==> src/rtl/axi_rule_pkg.sv <==
package axi_rule_pkg;
  localparam int NUM_RULES   = 14;
  localparam int RULE_RST    = 0;
  localparam int RULE_AW_DRP = 1;
  localparam int RULE_W_DRP  = 2;
  localparam int RULE_B_DRP  = 3;
  localparam int RULE_AR_DRP = 4;
  localparam int RULE_R_DRP  = 5;
  localparam int RULE_AW_CHG = 6;
  localparam int RULE_W_CHG  = 7;
  localparam int RULE_B_CODE = 8;
  localparam int RULE_R_CODE = 9;
  localparam int RULE_AW_BT  = 10;
  localparam int RULE_AR_BT  = 11;
  localparam int RULE_AW_SZ  = 12;
  localparam int RULE_AR_SZ  = 13;
  localparam int NUM_CHAN    = 5;
endpackage

==> src/rtl/chan_hold_check.sv <==
module chan_hold_check #(
  parameter int PAYLOAD_W     = 8,
  parameter bit CHECK_PAYLOAD = 1'b1
) (
  input  logic                 clk,
  input  logic                 rst,
  input  logic                 valid,
  input  logic                 ready,
  input  logic [PAYLOAD_W-1:0] payload,
  output logic                 drop_err,
  output logic                 change_err
);
  logic                 waiting_q;
  logic [PAYLOAD_W-1:0] payload_q;

  always_ff @(posedge clk) begin
    if (rst) begin
      waiting_q <= 1'b0;
      payload_q <= '0;
    end else begin
      waiting_q <= valid && !ready;
      payload_q <= payload;
    end
  end

  assign drop_err   = waiting_q && !valid;
  assign change_err = CHECK_PAYLOAD && waiting_q && valid && (payload != payload_q);
endmodule

==> src/rtl/code_legal.sv <==
module code_legal #(
  parameter int                  CODE_W     = 2,
  parameter logic [(1<<CODE_W)-1:0] LEGAL_MASK = '1
) (
  input  logic              valid,
  input  logic [CODE_W-1:0] code,
  output logic              bad
);
  assign bad = valid && !LEGAL_MASK[code];
endmodule

==> src/rtl/flag_bank.sv <==
module flag_bank #(
  parameter int N = 14
) (
  input  logic         clk,
  input  logic         rst,
  input  logic         rst_hit,
  input  logic [N-1:0] set_vec,
  output logic [N-1:0] flags,
  output logic         any_err
);
  logic         in_rst_q = 1'b0;
  logic [N-1:0] flags_nxt;

  always_comb begin
    if (rst) begin
      flags_nxt    = '0;
      flags_nxt[0] = (in_rst_q && flags[0]) || rst_hit;
    end else begin
      flags_nxt = flags | set_vec;
    end
  end

  always_ff @(posedge clk) begin
    in_rst_q <= rst;
    flags    <= flags_nxt;
    any_err  <= |flags_nxt;
  end
endmodule

==> src/rtl/axi_rule_monitor.sv <==
module axi_rule_monitor
  import axi_rule_pkg::*;
#(
  parameter int ADDR_W = 32,
  parameter int ID_W   = 4,
  parameter int LEN_W  = 8,
  parameter int DATA_W = 32
) (
  input  logic                  clk,
  input  logic                  rst,
  input  logic                  aw_valid,
  input  logic                  aw_ready,
  input  logic [ADDR_W-1:0]     aw_addr,
  input  logic [ID_W-1:0]       aw_id,
  input  logic [LEN_W-1:0]      aw_len,
  input  logic [2:0]            aw_size,
  input  logic [1:0]            aw_burst,
  input  logic                  w_valid,
  input  logic                  w_ready,
  input  logic [DATA_W-1:0]     w_data,
  input  logic [DATA_W/8-1:0]   w_strb,
  input  logic                  w_last,
  input  logic                  b_valid,
  input  logic                  b_ready,
  input  logic [1:0]            b_resp,
  input  logic                  ar_valid,
  input  logic                  ar_ready,
  input  logic [2:0]            ar_size,
  input  logic [1:0]            ar_burst,
  input  logic                  r_valid,
  input  logic                  r_ready,
  input  logic [1:0]            r_resp,
  output logic [NUM_RULES-1:0]  viol_flags,
  output logic                  any_error
);
  localparam int STRB_W   = DATA_W / 8;
  localparam int MAX_SIZE = $clog2(STRB_W);
  localparam int AW_PW    = ADDR_W + ID_W + LEN_W;
  localparam int W_PW     = DATA_W + STRB_W + 1;
  localparam logic [7:0] SIZE_OK  = (8'd1 << (MAX_SIZE + 1)) - 8'd1;
  localparam logic [3:0] RESP_OK  = 4'b0101;
  localparam logic [3:0] BURST_OK = 4'b0011;

  logic [NUM_CHAN-1:0] ch_valid, ch_ready, ch_drop, ch_chg;
  logic [NUM_RULES-1:0] set_vec;

  assign ch_valid = {r_valid, ar_valid, b_valid, w_valid, aw_valid};
  assign ch_ready = {r_ready, ar_ready, b_ready, w_ready, aw_ready};

  chan_hold_check #(.PAYLOAD_W(AW_PW), .CHECK_PAYLOAD(1'b1)) u_aw (
    .clk(clk), .rst(rst), .valid(ch_valid[0]), .ready(ch_ready[0]),
    .payload({aw_addr, aw_id, aw_len}), .drop_err(ch_drop[0]), .change_err(ch_chg[0]));

  chan_hold_check #(.PAYLOAD_W(W_PW), .CHECK_PAYLOAD(1'b1)) u_w (
    .clk(clk), .rst(rst), .valid(ch_valid[1]), .ready(ch_ready[1]),
    .payload({w_data, w_strb, w_last}), .drop_err(ch_drop[1]), .change_err(ch_chg[1]));

  genvar gi;
  generate
    for (gi = 2; gi < NUM_CHAN; gi++) begin : g_plain
      chan_hold_check #(.PAYLOAD_W(1), .CHECK_PAYLOAD(1'b0)) u_ch (
        .clk(clk), .rst(rst), .valid(ch_valid[gi]), .ready(ch_ready[gi]),
        .payload(1'b0), .drop_err(ch_drop[gi]), .change_err(ch_chg[gi]));
    end
  endgenerate

  logic b_code_bad, r_code_bad, aw_bt_bad, ar_bt_bad, aw_sz_bad, ar_sz_bad;

  code_legal #(.CODE_W(2), .LEGAL_MASK(RESP_OK)) u_b_code (
    .valid(b_valid), .code(b_resp), .bad(b_code_bad));
  code_legal #(.CODE_W(2), .LEGAL_MASK(RESP_OK)) u_r_code (
    .valid(r_valid), .code(r_resp), .bad(r_code_bad));
  code_legal #(.CODE_W(2), .LEGAL_MASK(BURST_OK)) u_aw_bt (
    .valid(aw_valid), .code(aw_burst), .bad(aw_bt_bad));
  code_legal #(.CODE_W(2), .LEGAL_MASK(BURST_OK)) u_ar_bt (
    .valid(ar_valid), .code(ar_burst), .bad(ar_bt_bad));
  code_legal #(.CODE_W(3), .LEGAL_MASK(SIZE_OK)) u_aw_sz (
    .valid(aw_valid), .code(aw_size), .bad(aw_sz_bad));
  code_legal #(.CODE_W(3), .LEGAL_MASK(SIZE_OK)) u_ar_sz (
    .valid(ar_valid), .code(ar_size), .bad(ar_sz_bad));

  always_comb begin
    set_vec              = '0;
    set_vec[RULE_AW_DRP] = ch_drop[0];
    set_vec[RULE_W_DRP]  = ch_drop[1];
    set_vec[RULE_B_DRP]  = ch_drop[2];
    set_vec[RULE_AR_DRP] = ch_drop[3];
    set_vec[RULE_R_DRP]  = ch_drop[4];
    set_vec[RULE_AW_CHG] = ch_chg[0];
    set_vec[RULE_W_CHG]  = ch_chg[1];
    set_vec[RULE_B_CODE] = b_code_bad;
    set_vec[RULE_R_CODE] = r_code_bad;
    set_vec[RULE_AW_BT]  = aw_bt_bad;
    set_vec[RULE_AR_BT]  = ar_bt_bad;
    set_vec[RULE_AW_SZ]  = aw_sz_bad;
    set_vec[RULE_AR_SZ]  = ar_sz_bad;
  end

  flag_bank #(.N(NUM_RULES)) u_flags (
    .clk(clk), .rst(rst), .rst_hit(|ch_valid), .set_vec(set_vec),
    .flags(viol_flags), .any_err(any_error));
endmodule

==> config.mk <==
export PLATFORM = sky130hd
export DESIGN_NAME = axi_rule_monitor
export DESIGN_NICKNAME = d
export VERILOG_FILES = /design/src/rtl/axi_rule_pkg.sv /design/src/rtl/chan_hold_check.sv /design/src/rtl/code_legal.sv /design/src/rtl/flag_bank.sv /design/src/rtl/axi_rule_monitor.sv
export SDC_FILE = /design/constraint.sdc
export NUM_CORES = 1
export LEC_CHECK = 0
export BUFFER_PORTS_ARGS = -buffer_cell sky130_fd_sc_hd__buf_2
export CORE_UTILIZATION = 50
export CTS_CLUSTER_SIZE = 30
export DETAILED_ROUTE_END_ITERATION = 8
export GPL_ROUTABILITY_DRIVEN = 0
export MAX_ROUTING_LAYER = met4
export PLACE_DENSITY = 0.81
export SYNTH_ARGS = -nofsm -noshare
export SYNTH_HDL_FRONTEND = slang
export SYNTH_SLANG_ARGS = --single-unit
export TNS_END_PERCENT = 100
==> constraint.sdc <==
create_clock -name clk -period 2 [get_ports clk]
set_input_delay 0.2 -clock clk [delete_from_list [all_inputs] [get_ports clk]]
set_output_delay 0.2 -clock clk [all_outputs]
set_load 0.1 [all_outputs]
After elaboration in Yosys (flattened, before gate mapping):

Memory sizes are Yosys's and may differ from the RTL's.
Cells that the tools add are included.

* register bits after elaboration: 102
* logic and storage cells: 72
* output and inout bits: 15
* input port bits: 107
* latch bits: 0
* bits in writable memories: 0
* memory bits (read-only): 16
* memories kept: 2

Memory list
* (no name shown): words 8, bits a word 1, read ports 1, clocked after memory_dff 0, wr ports 0, RTL line code_legal.sv:9 `assign bad = valid && !LEGAL_MASK[code];`
* (no name shown): words 8, bits a word 1, read ports 1, clocked after memory_dff 0, wr ports 0, RTL line code_legal.sv:9

* shift operators: 0
* $lt $le $gt $ge: 6
* add/sub/neg operators: 0
* equal/unequal tests: 2
* reductions and logical operators: 40
* divide/modulo/power cells: 0
* muxes and demuxes: 11
* $mul: 0
* bitwise operators: 1

Operators by type and width (count)
* 44-bit != test: 1
* 37-bit != test: 1
* 1-bit logical AND: 21
* 1-bit logical NOT: 16
* 14-bit two-way mux: 1
* 14-bit OR: 1
* 14-bit OR reduction: 1
* 2-bit by 3-bit less-than comparator with 1-bit output (second input constant): 4
* 1-bit binary-select mux with 2-bit select: 4
* 3-bit by 4-bit less-than comparator with 1-bit output (second input constant): 2
* 1-bit two-way mux: 6
* 5-bit OR reduction: 1
* 1-bit logical OR: 1

Logic depth before layout (Yosys ltp):

* depth after elaboration: 7
* gate-level depth with buffers: 5
* gate-level depth less buffers: 5

Modules after synthesis:

Synthesis repeated with hierarchy kept, for this count alone.

* cells, all modules: 365
* area total of the unflattened synthesis: 3860.0 um^2

Modules (own cells, without submodules)
* chan_hold_check at u_aw: times used 1, sequential area each 900.9 um^2, area each 1719.1 um^2, cells each 155
* chan_hold_check at u_w: times used 1, sequential area each 760.7 um^2, area each 1431.4 um^2, cells each 132
* flag_bank: times used 1, sequential area each 320.3 um^2, area each 488.0 um^2, cells each 51
* chan_hold_check at g_plain[2].u_ch ...: times used 3, sequential area each 20.0 um^2, area each 52.6 um^2, cells each 5
* code_legal at u_ar_bt ...: times used 4, sequential area each 0.0 um^2, area each 6.3 um^2, cells each 1
* code_legal at u_ar_sz ...: times used 2, sequential area each 0.0 um^2, area each 11.3 um^2, cells each 2
* axi_rule_monitor: times used 1, sequential area each 0.0 um^2, area each 16.3 um^2, cells each 4

Worst setup path after synthesis:

Ideal clock, no wire load.

* path type: register -> register
* start point: register u_flags.flags[8]
* end point: register u_flags.any_err
* data required time: 1866 ps
* period minus slack after synthesis: 1923 ps
* cell stages (with the launch flop): 6
* arrival: 1789 ps
* path slack: 77 ps
* library setup time: 134 ps
* path buffers: 0
* cell sequence: dfxtp_1 a21oi_1 a31oi_1 or4_1 nor4_2 nand4b_1

* word-level cells in the longest chain between the ends: 3

RTL lines
* start: declaration: RTL line flag_bank.sv:8 `output logic [N-1:0] flags,`
* start signal: assignment: RTL line flag_bank.sv:25 `flags <= flags_nxt;`
* 14-bit OR: RTL line flag_bank.sv:19 `flags_nxt = flags | set_vec;`
* 14-bit two-way mux: RTL line flag_bank.sv:15 `if (rst) begin`
* 14-bit OR reduction: RTL line flag_bank.sv:26 `any_err <= |flags_nxt;`
* end signal: assignment: RTL line flag_bank.sv:26
* end: declaration: RTL line flag_bank.sv:9 `output logic any_err`

Every way passes these cells.
A chain may end at the register's enable or synchronous reset.

Final worst setup path:

* start point: register u_w.payload_q[18]
* end point: register u_flags.any_err

* word-level cells in the longest chain between the ends: 5

RTL lines
* start: declaration: RTL line chan_hold_check.sv:14 `logic [PAYLOAD_W-1:0] payload_q;`
* start signal: assignment: RTL line chan_hold_check.sv:22 `payload_q <= payload;`
* 37-bit != test: RTL line chan_hold_check.sv:27 `assign change_err = CHECK_PAYLOAD && waiting_q && valid && (payload != payload_q);`
* 1-bit logical AND: RTL line chan_hold_check.sv:27
* 14-bit OR: RTL line flag_bank.sv:19
* 14-bit two-way mux: RTL line flag_bank.sv:15
* 14-bit OR reduction: RTL line flag_bank.sv:26

Every way passes these cells.

==> run summary <==
Floorplanning
- area of the core region: 7290 µm²
- initial core utilization: 51.8%
- I/O pin cnt: 122
- Total Die Area: 7910 µm²
- die span in x: 88.9 µm
- Die H: 88.9 µm
- number of rows in the core area: 31

Timing
- Slew Limit Headroom: 68.2%
- final max-slew violation count: 0
- peak clock frequency supported by timing: 607 MHz
- setup repair after global routing missed its margin: false
- final number of hold-violating endpoints: 0
- clk_skew: 4.00 ps
- Setup TNS: 0 ps
- Worst Setup Slack, final: 353 ps
- worst hold slack: 90.9 ps
- minimum clock period after layout: 1650 ps
- Finish-stage setup viols: 0
- final worst-path cycle share: 82.4%
- transition time of the tightest slew-check pin: 473 ps

Global route
- total congestion overflow: 0
- global-route wire length before repair: 11.0 mm
- number of global-route vias before repair: 2652
- total track usage: 19.0%
- largest net degree at the start of global routing: 40
- antenna violations before repair: 0

Power
- Max IR drop VDD: 0.469 mV
- leakage power of the design: 1.99 nW
- power per cell area: 879 nW/µm²

Cells and area
- FF/Latch Area: 2040 µm²
- Area Growth Syn to Fin: 25.5%
- final net count: 586
- fill cell instance count of the final layout: 639
- antenna diode count: 0
- total area of multi-input combinational cells: 1670 µm²
- share of final-layout standard cells stronger than drive strength 1: 28.2%

Drt
- violation count after the first detailed-routing iteration: 38
- total number of vias: 2687
- Detail Route Antenna Nets: 0
- DR DRC count: 0
- total wire length after detailed routing: 6.99 mm
- drt via density: 4.62
- average routed wire per standard cell: 12.0 µm
- drt first pass iters: 3

Flow run
- max-cap violation count: 0

Synth
- leading register cell type out of synthesis: sky130_fd_sc_hd__dfxtp_1
- Ys Warns: 0
- most area-hungry cell type in the Yosys netlist: sky130_fd_sc_hd__dfxtp_1
- biggest area contributors in the synthesized netlist: sky130_fd_sc_hd__dfxtp_1, sky130_fd_sc_hd__nor2b_1, sky130_fd_sc_hd__xnor2_1
- area of the mapped netlist: 3780 µm²
- mean area per synthesized cell: 10.7 µm²
- number of nets in the synthesized netlist: 461
- Post-synth ARST share: 0%
- Syn Inst Count: 354
- EDFF count, synth: 0
- FF+latch count, synth: 102
- fraction of synthesized cell area taken by the top area cell type: 54.0%
- proportion of synthesized chip area in sequential cells: 54.0%
- Netlist cell types: 30

Worst hold path
- Worst Hold Class: in -> reg
- number of cells on the worst hold path: 2

Placed design
- pre-CTS worst setup slack: 305 ps
- post-detail-place hpwl: 5.40 mm
- number of buffer cells added on primary ports: 117

Clock network
- clock transition at the registers of the reported paths: 90 ps
- number of buffers added by the clock tree synthesis step: 9
- master cell of the clock root buffer: sky130_fd_sc_hd__clkbuf_8
- post-CTS repair timing setup buffer count: 0
- TritonCTS clock tree: built
- Clock Sinks: 102
- Longest Clk Path Bufs: 2
- CTS HTree Levels: 3
- Clock Latency Late Sink: 340 ps

Setup path
- depth of the worst register-to-register path: 5
- element type at the critical path start: flip-flop
- CP required: 2220 ps
- Critical Path Fanout Max: 2
- Critical Path AT: 1860 ps
- nature of the critical path endpoint: flip-flop
- crit path kind: reg -> reg

Status
- outcome: completed

[stage by stage]
stage               instance area [µm²]  power [W]  cells  utilization (%)
floorplan                          3780    0.00259    354                -
global placement                   4470    0.00276    562             61.3
detailed placement                 4470    0.00278    562             61.3
CTS                                4740    0.00424    581             65.0
global route                       4740    0.00437    581             65.0
finish                             4740    0.00417    581             65.0
[timing repair]
| item | 4_1_cts | 5_1_grt |
|---|---|---|
| resized for setup | 0 | 0 |
| hold buffers | 5 | 0 |
| endpoints found under the hold margin | 5 | 0 |
[path summary, 6_finish.rpt]
path / end / start / slack (ps)
worst min register to register: u_flags.flags[4] / u_flags.flags[4] / 470
worst max register to register: u_flags.any_err / u_w.payload_q[18] / 350
worst min-delay path: u_aw.payload_q[7] / aw_len[7] / 90
worst max-delay path: u_flags.any_err / u_w.payload_q[18] / 350
[placed cells by master, fill, tap and decap left out, drive strengths merged]
cell         Yosys  layout
inv              6       6
nor2             8       8
xor2            30      30
o211ai           1       1
a311oi           1       1
a21boi           1       1
nand4b           1       1
nor3b            5       5
a211oi           2       2
bufinv           0       3
nand2b           6       6
nand4           13      13
buf              3     120
dfxtp          102     102
nor2b           82      82
a21oi           12      12
or4              2       2
nor4            12      12
clkinvlp         0       1
o31ai            1       1
clkbuf           8      10
and4             1       1
o41ai            1       1
dlygate4sd3      0       5
nand3            1       1
xnor2           51      51
nor3             2       2
o21ai            1       1
a31oi            1       1
[cell usage after synthesis (all sizes together) (2+ instances only)]
library cell  number
dfxtp            102
nor2b             82
xnor2             51
xor2              30
nand4             13
a21oi             12
nor4              12
clkbuf             8
nor2               8
inv                6
nand2b             6
nor3b              5
buf                3
a211oi             2
nor3               2
or4                2
[layer usage]
layer | GRT usage, % | wire [µm]
met2 | 33.9 | 3620
met3 | 5.36 | 338
met4 | 5.77 | 91
met5 | - | 0
met1 | 20.5 | 2940
[critical path, stage by stage, from the launching register on]
cell and delay, ps:
sky130_fd_sc_hd__dfxtp_1 320, sky130_fd_sc_hd__xor2_1 150, sky130_fd_sc_hd__nor4_1 320, sky130_fd_sc_hd__nand4_1 230, sky130_fd_sc_hd__o41ai_1 370, sky130_fd_sc_hd__nand4b_1 140
[flip-flops by register name, indices dropped and copies added, names as in the netlist]
register / cells
u_aw.waiting_q: 1
g_plain.u_ch.waiting_q: 3
u_w.payload_q: 37
u_aw.payload_q: 44
u_w.waiting_q: 1
u_flags.in_rst_q: 1
u_flags.any_err: 1
u_flags.flags: 14
[report_power, final]
part	switching (W)	internal (W)	leakage (nW)
clock	0.000616	0.000818	0.108
sequential	0.0000476	0.00214	0.848
combinational	0.000301	0.000252	1.03
total	0.000964	0.00321	1.99
[cell type report]
type,instances,share of cell area (%)
multi-input cells,235,35.2
flip-flops and latches,102,43.0
inverters,6,0.475
well taps,99,2.61
repair buffers,125,13.9
clock inverters,4,2.06
clock buffers,10,2.69
[cell families (layout without fill, tap and decap cells)]
family | Yosys count | in the layout | share of synthesized area [%]
flip-flops | 102 | 102 | 54.0
AO/OA/AOI/OAI | 21 | 21 | 3.34
XOR/XNOR | 81 | 81 | 18.8
AND/OR/NAND/NOR | 133 | 133 | 22.1
buffers and inverters | 17 | 145 | 1.79
No activity file was read; power rests on OpenSTA's default activity.
